File: src/rtl/acp_pkg.sv
package acp_pkg;

    localparam int NUM_TMR      = 3;
    localparam int CTL_ROM_BIT  = 7;
    localparam int CTL_CLR_HI   = 5;
    localparam int CTL_CLR_LO   = 4;

    typedef enum logic [3:0] {
        RG_MEM, RG_ROM, RG_TEST, RG_CTRL, RG_IDX, RG_WIN,
        RG_MBOX, RG_SCR0, RG_SCR1, RG_TGT, RG_CNT
    } region_e;

    typedef enum logic [1:0] {
        SRC_MEM, SRC_ROM, SRC_SND, SRC_REG
    } src_e;

    // field order equals the bit order of the test register write
    typedef struct packed {
        logic [1:0] clk_spd;
        logic [1:0] tmr_spd;
        logic       tmr_en;
        logic       ram_dis;
        logic       ram_wr;
        logic       tmr_dis;
    } test_cfg_t;

endpackage

File: src/rtl/acp_addr_decode.sv
module acp_addr_decode
    import acp_pkg::*;
#(
    parameter int ADDR_W  = 16,
    parameter int ROM_AW  = 6,
    parameter int IO_BASE = 'h00F0
) (
    input  logic [ADDR_W-1:0] addr,
    input  logic              rom_en,
    output region_e           region,
    output logic [1:0]        sel
);
    localparam int TAG_W = ADDR_W - 4;

    logic io_hit;
    logic top_hit;

    assign io_hit  = (addr[ADDR_W-1:4] == TAG_W'(IO_BASE >> 4));
    assign top_hit = &addr[ADDR_W-1:ROM_AW];

    always_comb begin
        region = RG_MEM;
        sel    = addr[1:0];
        if (io_hit) begin
            case (addr[3:0])
                4'h0: region = RG_TEST;
                4'h1: region = RG_CTRL;
                4'h2: region = RG_IDX;
                4'h3: region = RG_WIN;
                4'h4, 4'h5, 4'h6, 4'h7: region = RG_MBOX;
                4'h8: region = RG_SCR0;
                4'h9: region = RG_SCR1;
                4'hA, 4'hB, 4'hC: begin
                    region = RG_TGT;
                    sel    = addr[1:0] - 2'd2;
                end
                default: begin
                    region = RG_CNT;
                    sel    = addr[1:0] - 2'd1;
                end
            endcase
        end else if (rom_en && top_hit) begin
            region = RG_ROM;
        end
    end

endmodule

File: src/rtl/acp_ctrl_regs.sv
module acp_ctrl_regs
    import acp_pkg::*;
#(
    parameter int   DATA_W     = 8,
    parameter logic ROM_EN_RST = 1'b1,
    parameter logic RAM_WR_RST = 1'b1
) (
    input  logic                clk,
    input  logic                rst_n,
    input  logic                wr_en,
    input  region_e             region,
    input  logic [DATA_W-1:0]   wdata,
    input  logic                p_flag,
    output test_cfg_t           cfg,
    output logic                rom_en,
    output logic [NUM_TMR-1:0]  run,
    output logic [NUM_TMR-1:0]  restart,
    output logic                clr_lo,
    output logic                clr_hi,
    output logic [DATA_W-1:0]   idx,
    output logic [DATA_W-1:0]   scr0,
    output logic [DATA_W-1:0]   scr1
);
    typedef struct packed {
        test_cfg_t            cfg;
        logic                 rom_en;
        logic [NUM_TMR-1:0]   run;
        logic [DATA_W-1:0]    idx;
        logic [DATA_W-1:0]    scr0;
        logic [DATA_W-1:0]    scr1;
    } state_t;

    state_t st_d, st_q;
    logic   ctl_wr;

    assign ctl_wr = wr_en && (region == RG_CTRL);

    always_comb begin
        st_d = st_q;
        if (wr_en) begin
            case (region)
                RG_TEST: if (!p_flag) st_d.cfg = test_cfg_t'(wdata[7:0]);
                RG_CTRL: begin
                    st_d.rom_en = wdata[CTL_ROM_BIT];
                    st_d.run    = wdata[NUM_TMR-1:0];
                end
                RG_IDX:  st_d.idx  = wdata;
                RG_SCR0: st_d.scr0 = wdata;
                RG_SCR1: st_d.scr1 = wdata;
                default: ;
            endcase
        end
    end

    always_ff @(posedge clk or negedge rst_n) begin
        if (!rst_n) begin
            st_q            <= '0;
            st_q.rom_en     <= ROM_EN_RST;
            st_q.cfg.ram_wr <= RAM_WR_RST;
        end else begin
            st_q <= st_d;
        end
    end

    assign restart = ctl_wr ? (wdata[NUM_TMR-1:0] & ~st_q.run) : '0;
    assign clr_hi  = ctl_wr && wdata[CTL_CLR_HI];
    assign clr_lo  = ctl_wr && wdata[CTL_CLR_LO];
    assign cfg     = st_q.cfg;
    assign rom_en  = st_q.rom_en;
    assign run     = st_q.run;
    assign idx     = st_q.idx;
    assign scr0    = st_q.scr0;
    assign scr1    = st_q.scr1;

endmodule

File: src/rtl/acp_mailbox.sv
module acp_mailbox #(
    parameter int N_PORT = 4,
    parameter int DATA_W = 8,
    localparam int PW    = $clog2(N_PORT),
    localparam int NPAIR = N_PORT / 2
) (
    input  logic                       clk,
    input  logic                       rst_n,
    input  logic                       host_we,
    input  logic [PW-1:0]              host_port,
    input  logic [DATA_W-1:0]          host_wdata,
    input  logic                       cpu_we,
    input  logic [PW-1:0]              cpu_port,
    input  logic [DATA_W-1:0]          cpu_wdata,
    input  logic [NPAIR-1:0]           clr_pair,
    output logic [N_PORT*DATA_W-1:0]   from_host,
    output logic [N_PORT*DATA_W-1:0]   to_host
);
    logic [DATA_W-1:0] in_d  [N_PORT];
    logic [DATA_W-1:0] in_q  [N_PORT];
    logic [DATA_W-1:0] out_d [N_PORT];
    logic [DATA_W-1:0] out_q [N_PORT];

    for (genvar p = 0; p < N_PORT; p++) begin : g_port
        // a pair clear is applied after a same-cycle host write
        assign in_d[p]  = clr_pair[p/2] ? '0 :
                          (host_we && host_port == PW'(p)) ? host_wdata : in_q[p];
        assign out_d[p] = (cpu_we && cpu_port == PW'(p)) ? cpu_wdata : out_q[p];
        assign from_host[p*DATA_W +: DATA_W] = in_q[p];
        assign to_host[p*DATA_W +: DATA_W]   = out_q[p];
    end

    always_ff @(posedge clk or negedge rst_n) begin
        if (!rst_n) begin
            for (int i = 0; i < N_PORT; i++) begin
                in_q[i]  <= '0;
                out_q[i] <= '0;
            end
        end else begin
            for (int i = 0; i < N_PORT; i++) begin
                in_q[i]  <= in_d[i];
                out_q[i] <= out_d[i];
            end
        end
    end

endmodule

File: src/rtl/acp_bus_decoder.sv
module acp_bus_decoder
    import acp_pkg::*;
#(
    parameter int          ADDR_W       = 16,
    parameter int          DATA_W       = 8,
    parameter int          ROM_AW       = 6,
    parameter int          SND_AW       = 7,
    parameter int          N_MBOX       = 4,
    parameter int          CNT_W        = 4,
    parameter logic [7:0]  RAM_OFF_BYTE = 8'h5A,
    localparam int         PW           = $clog2(N_MBOX)
) (
    input  logic                        clk,
    input  logic                        rst_n,
    input  logic                        bus_req,
    input  logic                        bus_we,
    input  logic [ADDR_W-1:0]           bus_addr,
    input  logic [DATA_W-1:0]           bus_wdata,
    input  logic                        proc_p_flag,
    output logic [DATA_W-1:0]           bus_rdata,
    output logic                        bus_rvalid,
    output logic                        ram_req,
    output logic                        ram_we,
    output logic [ADDR_W-1:0]           ram_addr,
    output logic [DATA_W-1:0]           ram_wdata,
    input  logic [DATA_W-1:0]           ram_rdata,
    output logic [ROM_AW-1:0]           rom_addr,
    input  logic [DATA_W-1:0]           rom_rdata,
    output logic                        snd_req,
    output logic                        snd_we,
    output logic [SND_AW-1:0]           snd_addr,
    output logic [DATA_W-1:0]           snd_wdata,
    input  logic [DATA_W-1:0]           snd_rdata,
    input  logic                        host_we,
    input  logic [PW-1:0]               host_port,
    input  logic [DATA_W-1:0]           host_wdata,
    output logic [N_MBOX*DATA_W-1:0]    mbox_to_host,
    output logic [1:0]                  clk_speed,
    output logic [1:0]                  tmr_speed,
    output logic                        tmr_global_en,
    output logic                        tmr_halt,
    output logic [NUM_TMR-1:0]          tmr_run,
    output logic [NUM_TMR-1:0]          tmr_restart,
    output logic [NUM_TMR-1:0]          tmr_tgt_we,
    output logic [DATA_W-1:0]           tmr_tgt_data,
    output logic [NUM_TMR-1:0]          tmr_cnt_rd,
    input  logic [NUM_TMR*CNT_W-1:0]    tmr_cnt
);
    typedef struct packed {
        logic               valid;
        src_e               src;
        logic [DATA_W-1:0]  data;
    } rd_t;

    region_e                  region;
    logic [1:0]               sel;
    logic                     wr, rd, ram_wr_ok, win_wr_ok;
    test_cfg_t                cfg;
    logic                     rom_en, clr_lo, clr_hi;
    logic [DATA_W-1:0]        idx, scr0, scr1;
    logic [N_MBOX*DATA_W-1:0] from_host;
    rd_t                      rd_d, rd_q;

    assign wr = bus_req && bus_we;
    assign rd = bus_req && !bus_we;

    acp_addr_decode #(.ADDR_W(ADDR_W), .ROM_AW(ROM_AW)) dec_i (
        .addr   (bus_addr),
        .rom_en (rom_en),
        .region (region),
        .sel    (sel)
    );

    acp_ctrl_regs #(.DATA_W(DATA_W)) regs_i (
        .clk     (clk),
        .rst_n   (rst_n),
        .wr_en   (wr),
        .region  (region),
        .wdata   (bus_wdata),
        .p_flag  (proc_p_flag),
        .cfg     (cfg),
        .rom_en  (rom_en),
        .run     (tmr_run),
        .restart (tmr_restart),
        .clr_lo  (clr_lo),
        .clr_hi  (clr_hi),
        .idx     (idx),
        .scr0    (scr0),
        .scr1    (scr1)
    );

    acp_mailbox #(.N_PORT(N_MBOX), .DATA_W(DATA_W)) mbox_i (
        .clk        (clk),
        .rst_n      (rst_n),
        .host_we    (host_we),
        .host_port  (host_port),
        .host_wdata (host_wdata),
        .cpu_we     (wr && region == RG_MBOX),
        .cpu_port   (sel[PW-1:0]),
        .cpu_wdata  (bus_wdata),
        .clr_pair   ({clr_hi, clr_lo}),
        .from_host  (from_host),
        .to_host    (mbox_to_host)
    );

    // request-cycle strobes
    assign ram_wr_ok = cfg.ram_wr && !cfg.ram_dis;
    assign win_wr_ok = !idx[DATA_W-1];
    assign ram_we    = wr && ram_wr_ok;
    assign ram_req   = ram_we || (rd && region == RG_MEM && !cfg.ram_dis);
    assign ram_addr  = bus_addr;
    assign ram_wdata = bus_wdata;
    assign rom_addr  = bus_addr[ROM_AW-1:0];
    assign snd_we    = wr && region == RG_WIN && win_wr_ok;
    assign snd_req   = snd_we || (rd && region == RG_WIN);
    assign snd_addr  = idx[SND_AW-1:0];
    assign snd_wdata = bus_wdata;

    for (genvar t = 0; t < NUM_TMR; t++) begin : g_tmr
        assign tmr_tgt_we[t] = wr && region == RG_TGT && sel == 2'(t);
        assign tmr_cnt_rd[t] = rd && region == RG_CNT && sel == 2'(t);
    end
    assign tmr_tgt_data  = bus_wdata;

    assign clk_speed     = cfg.clk_spd;
    assign tmr_speed     = cfg.tmr_spd;
    assign tmr_global_en = cfg.tmr_en;
    assign tmr_halt      = cfg.tmr_dis;

    // read-return stage: choose the source in the request cycle, deliver next cycle
    always_comb begin
        rd_d.valid = rd;
        rd_d.src   = SRC_REG;
        rd_d.data  = '0;
        case (region)
            RG_MEM: begin
                if (cfg.ram_dis) rd_d.data = DATA_W'(RAM_OFF_BYTE);
                else             rd_d.src  = SRC_MEM;
            end
            RG_ROM:  rd_d.src  = SRC_ROM;
            RG_WIN:  rd_d.src  = SRC_SND;
            RG_IDX:  rd_d.data = idx;
            RG_MBOX: rd_d.data = from_host[sel*DATA_W +: DATA_W];
            RG_SCR0: rd_d.data = scr0;
            RG_SCR1: rd_d.data = scr1;
            RG_CNT:  rd_d.data = DATA_W'(tmr_cnt[sel*CNT_W +: CNT_W]);
            default: rd_d.data = '0;
        endcase
    end

    always_ff @(posedge clk or negedge rst_n) begin
        if (!rst_n) rd_q <= '0;
        else        rd_q <= rd_d;
    end

    always_comb begin
        bus_rvalid = rd_q.valid;
        bus_rdata  = '0;
        if (rd_q.valid) begin
            case (rd_q.src)
                SRC_MEM: bus_rdata = ram_rdata;
                SRC_ROM: bus_rdata = rom_rdata;
                SRC_SND: bus_rdata = snd_rdata;
                default: bus_rdata = rd_q.data;
            endcase
        end
    end

endmodule

File: config.mk
export PLATFORM = sky130hd
export DESIGN_NAME = acp_bus_decoder
export DESIGN_NICKNAME = d
export VERILOG_FILES = /design/src/rtl/acp_pkg.sv /design/src/rtl/acp_addr_decode.sv /design/src/rtl/acp_ctrl_regs.sv /design/src/rtl/acp_mailbox.sv /design/src/rtl/acp_bus_decoder.sv
export SDC_FILE = /design/constraint.sdc
export NUM_CORES = 1
export LEC_CHECK = 0
export BUFFER_PORTS_ARGS = -buffer_cell sky130_fd_sc_hd__buf_2
export CORE_ASPECT_RATIO = 2
export CORE_UTILIZATION = 53
export CTS_BUF_LIST = sky130_fd_sc_hd__clkbuf_8
export CTS_CLUSTER_DIAMETER = 150
export DETAILED_ROUTE_END_ITERATION = 16
export GPL_ROUTABILITY_DRIVEN = 0
export PLACE_DENSITY = 0.95
export SYNTH_ARGS = -nofsm -noshare
export SYNTH_HDL_FRONTEND = slang
export SYNTH_SLANG_ARGS = --single-unit
File: constraint.sdc
create_clock -name clk -period 4.43 [get_ports clk]
set_input_delay 0.6645 -clock clk [delete_from_list [all_inputs] [get_ports clk]]
set_output_delay 0.6645 -clock clk [all_outputs]
set_load 0.1 [all_outputs]
### Word-level counts from Yosys, hierarchy flattened

Cells that the tools add are included.

| storage, ports and cells | value |
|---|---|
| register bits after elaboration | 111 |

| cells by class | value |
|---|---|
| add/subtract/negate cells | 2 |
| eq/ne operators | 31 |
| shift-type cells | 2 |
| multiplexer cells | 20 |
| bitwise operators | 3 |
| reduce and logical (&&, ||, !) cells | 53 |

Operators with widths:

| operator | number |
|---|---|
| $mux 8 | 9 |
| $pmux 8 s6 | 1 |
| $eq 4x3->1 const B | 8 |
| $eq 4x4->1 const B | 8 |
| $pmux 4 s8 | 1 |
| $shiftx 32x6->8 | 1 |
| $logic_and 1x1->1 | 30 |
| $pmux 8 s3 | 1 |
| $eq 4x2->1 const B | 4 |
| $eq 12x4->1 const B | 1 |
| $shiftx 12x5->4 | 1 |
| $eq 2x2->1 const B | 5 |
| $reduce_and 10->1 | 1 |
| $reduce_or 10->1 | 1 |
| $eq 4x1->1 const B | 2 |
| $logic_not 4->1 | 2 |
| $reduce_and 2->1 | 4 |
| $reduce_bool 2->1 | 4 |
| $mux 7 | 1 |
| $eq 2x1->1 const B | 3 |
| $logic_not 2->1 | 3 |
| $pmux 2 s3 | 1 |
| $mux 2 | 2 |
| $mux 4 | 1 |
| 13 further kinds | 16 |

### Longest topological paths before layout

| depth | value |
|---|---|
| depth after elaboration | 8 |
| mapped depth | 12 |
| depth with buffers taken out | 9 |

### Cells and area by module

Synthesis repeated with hierarchy kept, for this count alone.

| unflattened totals | value |
|---|---|
| cell total of the unflattened synthesis | 504 |
| area total of the unflattened synthesis | 6,120.9 µm² |

By module, submodules not included:

| module | times used | cells each | area each (µm²) | sequential area each (µm²) |
|---|---|---|---|---|
| acp_mailbox | 1 | 191 | 2,692.6 | 1,601.5 |
| acp_bus_decoder | 1 | 183 | 1,666.6 | 275.3 |
| acp_ctrl_regs | 1 | 86 | 1,435.1 | 903.4 |
| acp_addr_decode | 1 | 44 | 326.6 | 0.0 |

### Least setup slack after synthesis

No wires, ideal clock.

| timing path | value |
|---|---|
| path kind | input to output |
| start | in bus_addr[0] |
| end | out tmr_cnt_rd[1] |
| arrival | 5,413 ps |
| data required time | 3,766 ps |
| setup slack | -1,647 ps |
| cell stages on the path | 9 |
| buffers on the path | 2 |
| cell sequence | clkbuf_1 inv_1 ha_1 or4_1 o21ai_0 a21oi_1 a2bb2oi_2 buf_2 nor4_1 |

| on the way | value |
|---|---|
| longest elaborated chain between the ends | 7 |

Ends and longest elaborated chain:

| element | line | RTL |
|---|---|---|
| start, declared | acp_bus_decoder.sv:17 | `input logic [ADDR_W-1:0] bus_addr,` |
| $eq 4x3->1 or $eq 4x4->1 (tied branches) | acp_addr_decode.sv:25 | `case (addr[3:0])` |
| $reduce_or 4->1 or $reduce_or 3->1 (tied branches) | acp_addr_decode.sv:25 |  |
| $pmux 4 s8 | acp_addr_decode.sv:25 |  |
| $mux 4 | acp_addr_decode.sv:24 | `if (io_hit) begin` |
| $eq 4x4->1 | acp_bus_decoder.sv:121 | `assign tmr_cnt_rd[t] = rd && region == RG_CNT && sel == 2'(t);` |
| $logic_and 1x1->1 | acp_bus_decoder.sv:121 |  |
| $logic_and 1x1->1 * | acp_bus_decoder.sv:121 |  |
| end, declared | acp_bus_decoder.sv:46 | `output logic [NUM_TMR-1:0] tmr_cnt_rd,` |

Every way passes the cells marked *; elsewhere a longest branch is shown, timed or not.

### Final worst setup path

| timing path | value |
|---|---|
| start | in bus_addr[0] |
| end | out tmr_tgt_we[2] |

| on the way | value |
|---|---|
| longest elaborated chain between the ends | 7 |

Ends and longest elaborated chain:

| element | line | RTL |
|---|---|---|
| $eq 4x3->1 or $eq 4x4->1 (tied branches) | acp_addr_decode.sv:25 |  |
| $reduce_or 4->1 or $reduce_or 3->1 (tied branches) | acp_addr_decode.sv:25 |  |
| $pmux 4 s8 | acp_addr_decode.sv:25 |  |
| $mux 4 | acp_addr_decode.sv:24 |  |
| $eq 4x4->1 | acp_bus_decoder.sv:120 | `assign tmr_tgt_we[t] = wr && region == RG_TGT && sel == 2'(t);` |
| $logic_and 1x1->1 | acp_bus_decoder.sv:120 |  |
| $logic_and 1x1->1 * | acp_bus_decoder.sv:120 |  |
| end, declared | acp_bus_decoder.sv:44 | `output logic [NUM_TMR-1:0] tmr_tgt_we,` |

Marks and branches as above.

==> impl_results.md <==
- Status: completed
- WP data required: 3770 ps
- Worst R2R Setup Slack: around 1900 ps
- R2r worst-path depth: 9
- DRT antenna net count: 0
- Multi-input logic area: 2640 um^2
- Final Hold Fails: 0
- Final Cycle Share: ~95%
- Post-Route Utilization: 63.4%
- CP endpoint kind: primary output
- Post-route cell area: 6890 um^2
- Port Buffers: 191
- RSZ-0062 raised after global routing: no
- Crit Path Max Fanout: 14
- Vias per Instance: 5.80
- Initial antenna violation count: 1
- CTS tree: built
- Yosys reg bits: 111
- DR iter-0 viols: 320
- Global-route wire length before repair: 23,900 um
- Row Count: 54
- Vias in the first global route: 4,661
- Hold buffer count at cts: 0
- Power per standard cell area: 318 nW/um^2
- WL final: between 15,000 and 20,000 um
- Commonest non-fill, non-tap cells in the layout: buf_2 (187), dfrtp_1 (109), mux2_2 (59)
- Hold Crit Class: in2async
- IR drop worst, VDD: 0.297 mV
- # nets final: 730
- Max Clock Freq: 237 MHz
- Seq. cell area: 2780 um^2
- Final setup fails: 0
- Reg-to-reg critical path startpoint: regs_i.rom_en
- Pins Over Slew Limit: 0
- Clock skew: 11.3 ps
- PostCTS Resize Cnt: 0
- Setup Buffers After CTS: 0
- Static Leak: 0.00371 uW
- Clk root buf: clkbuf_8
- Seq/Total Area, Yosys: a little under half
- Clk slew on worst S/H paths: 100 ps
- DRC Markers: 0
- Starting Density: between 50% and 60%
- Syn nets: 598
- Post-synthesis async set-or-reset flop share: 100%
- Library cells used by synthesis: 57
- Detail Placement HPWL: between 10,000 and 15,000 um
- Period minus WS final: 4220 ps
- Cells after Synth: ~520
- Via count: between 4,000 and 5,000
- Layout area overhead: 17.0%
- # Max-Cap Violations: 0
- Slew of the pin with the lowest slew margin: just over 1000 ps
- Most common cell after layout, fill and taps aside: buf_2
- Reg2reg end: rd_q[3]
- Post-synth EDFFs: 0
- # fillers: 843
- Clock Path Buffers: 2
- YS warnings: 0
- Worst skew pair latency: 380 ps
- CP startpoint kind: primary input
- Synthesized area: 5890 um^2
- Primary FF master, synth: dfrtp_1
- CTS Buf Count: 9
- Worst Setup Path Type: in2out
- Slew HR: 30.8%
- Chip Height: 151 um
- # clock sinks: 111
- Number of I/O pins: roughly 190
- Layout cell share with drive strength beyond 1: a little under half
- Router iterations before antenna repair: 6
- Tot GR Track Use: 27.3%
- Die Span X: 76.5 um
- H-tree Lvls: 3
- Pin count of the biggest net entering global routing: 83
- Placed cell area: 6680 um^2
- Grt ovf: 0
- Arrival time at the worst endpoint: 3550 ps
- Die area: roughly 12,000 um^2
- CORE AREA: about 11,000 um^2
- Post-DR wirelength/cell: 19.4 um
- Syn avg cell area: 11.4 um^2
[layout make-up]
cell class / instances / share of cell area (%)
Multi-Input combinational cell: 321 / 38.3
Clock inverter: 7 / 1.25
Clock buffer: 9 / 1.80
Antenna cell: 1 / 0.0363
Inverter: 7 / 0.381
Sequential cell: 111 / 40.3
Tap cell: 140 / 2.54
Timing Repair Buffer: 200 / 15.4
[worst max-delay path by stage]
stage / end / cells past startpoint / start
after CTS: tmr_tgt_we[2] / 8 / bus_addr[0]
after global placement: tmr_tgt_we[2] / 8 / bus_addr[0]
after detailed placement: tmr_tgt_we[2] / 8 / bus_addr[0]
final: tmr_tgt_we[2] / 8 / bus_addr[0]
after global routing: tmr_tgt_we[2] / 8 / bus_addr[0]
after floorplan: tmr_restart[0] / 9 / bus_addr[0]
[Yosys cell counts (3+ instances only)]
| cell type | n | area (um^2) |
|---|---|---|
| a21oi_1 | 9 | 45.0 |
| a221o_1 | 3 | 30.0 |
| a221oi_1 | 4 | 35.0 |
| a222oi_1 | 3 | 30.0 |
| and2_1 | 9 | 56.3 |
| and3_1 | 4 | 25.0 |
| buf_1 | 6 | 22.5 |
| buf_2 | 8 | 40.0 |
| buf_4 | 57 | 428 |
| clkbuf_1 | 8 | 30.0 |
| dfrtp_1 | 109 | 2730 |
| ha_1 | 4 | 50.1 |
| inv_1 | 7 | 26.3 |
| mux2_2 | 59 | 664 |
| mux2i_1 | 48 | 480 |
| mux4_2 | 8 | 180 |
| nand2_1 | 26 | 97.6 |
| nand3_1 | 7 | 35.0 |
| nand3b_1 | 3 | 22.5 |
| nand4_1 | 6 | 37.5 |
| nor2_1 | 46 | 173 |
| nor2b_1 | 4 | 25.0 |
| nor3_1 | 8 | 40.0 |
| nor3b_1 | 5 | 37.5 |
| o21ai_0 | 17 | 85.1 |
| o221ai_1 | 3 | 26.3 |
| or2_2 | 3 | 18.8 |
| or3_1 | 4 | 25.0 |
[sequential cells by signal, summed over array words and instances, names as in the netlist]
register	cells
bus_rvalid	1
mbox_i.from_host	32
mbox_i.to_host	32
rd_q	10
regs_i.cfg	8
regs_i.idx	8
regs_i.rom_en	1
regs_i.run	3
regs_i.scr0	8
regs_i.scr1	8
[worst max-delay path, cell delays in order]
cell and delay [ps]:
buf_2 250, inv_1 170, ha_1 360, or4_1 660, a2111oi_4 520, xnor2_1 350
nor3_4 220, clkbuf_4 360
[metrics by stage]
stage / setup TNS [ps] / setup WS (ps) / instances / hold slack, ps / power (uW)
CTS: 0 / 185 / 795 / 469 / 2210
global placement: 0 / 278 / 779 / 465 / 1560
floorplan: -2630 / -695 / 518 / 369 / 1470
detailed placement: 0 / 185 / 779 / 475 / 1580
finish: 0 / 214 / 796 / 457 / 2190
global route: 0 / 52.6 / 796 / 511 / 2290
[metal layers]
layer	track usage, %	up-vias	share of wire [%]
met2	51.5	218	56
li1	-	2073	-
met1	28.6	2297	36
met4	12.7	0	2.8
met3	5.84	31	5.4
met5	0	-	0
[power breakdown]
part | internal, uW | leakage, uW | switching (uW)
sequential | 1070 | 0.00147 | 33.6
combinational | 116 | 0.00213 | 344
clock | 274 | 0.000104 | 357
total | 1460 | 0.00371 | 734
[cells by family after synthesis]
| group | after synthesis | synth area share (%) |
|---|---|---|
| buffers and inverters | 86 | 9.28 |
| XOR/XNOR | 2 | 0.425 |
| adder cells (fa/ha/maj) | 4 | 0.850 |
| flip-flops | 111 | 47.2 |
| AO/OA/AOI/OAI | 58 | 7.22 |
| multiplexers | 116 | 22.7 |
| AND/OR/NAND/NOR | 141 | 12.3 |
Note: power is estimated with default switching activity, not from simulation.
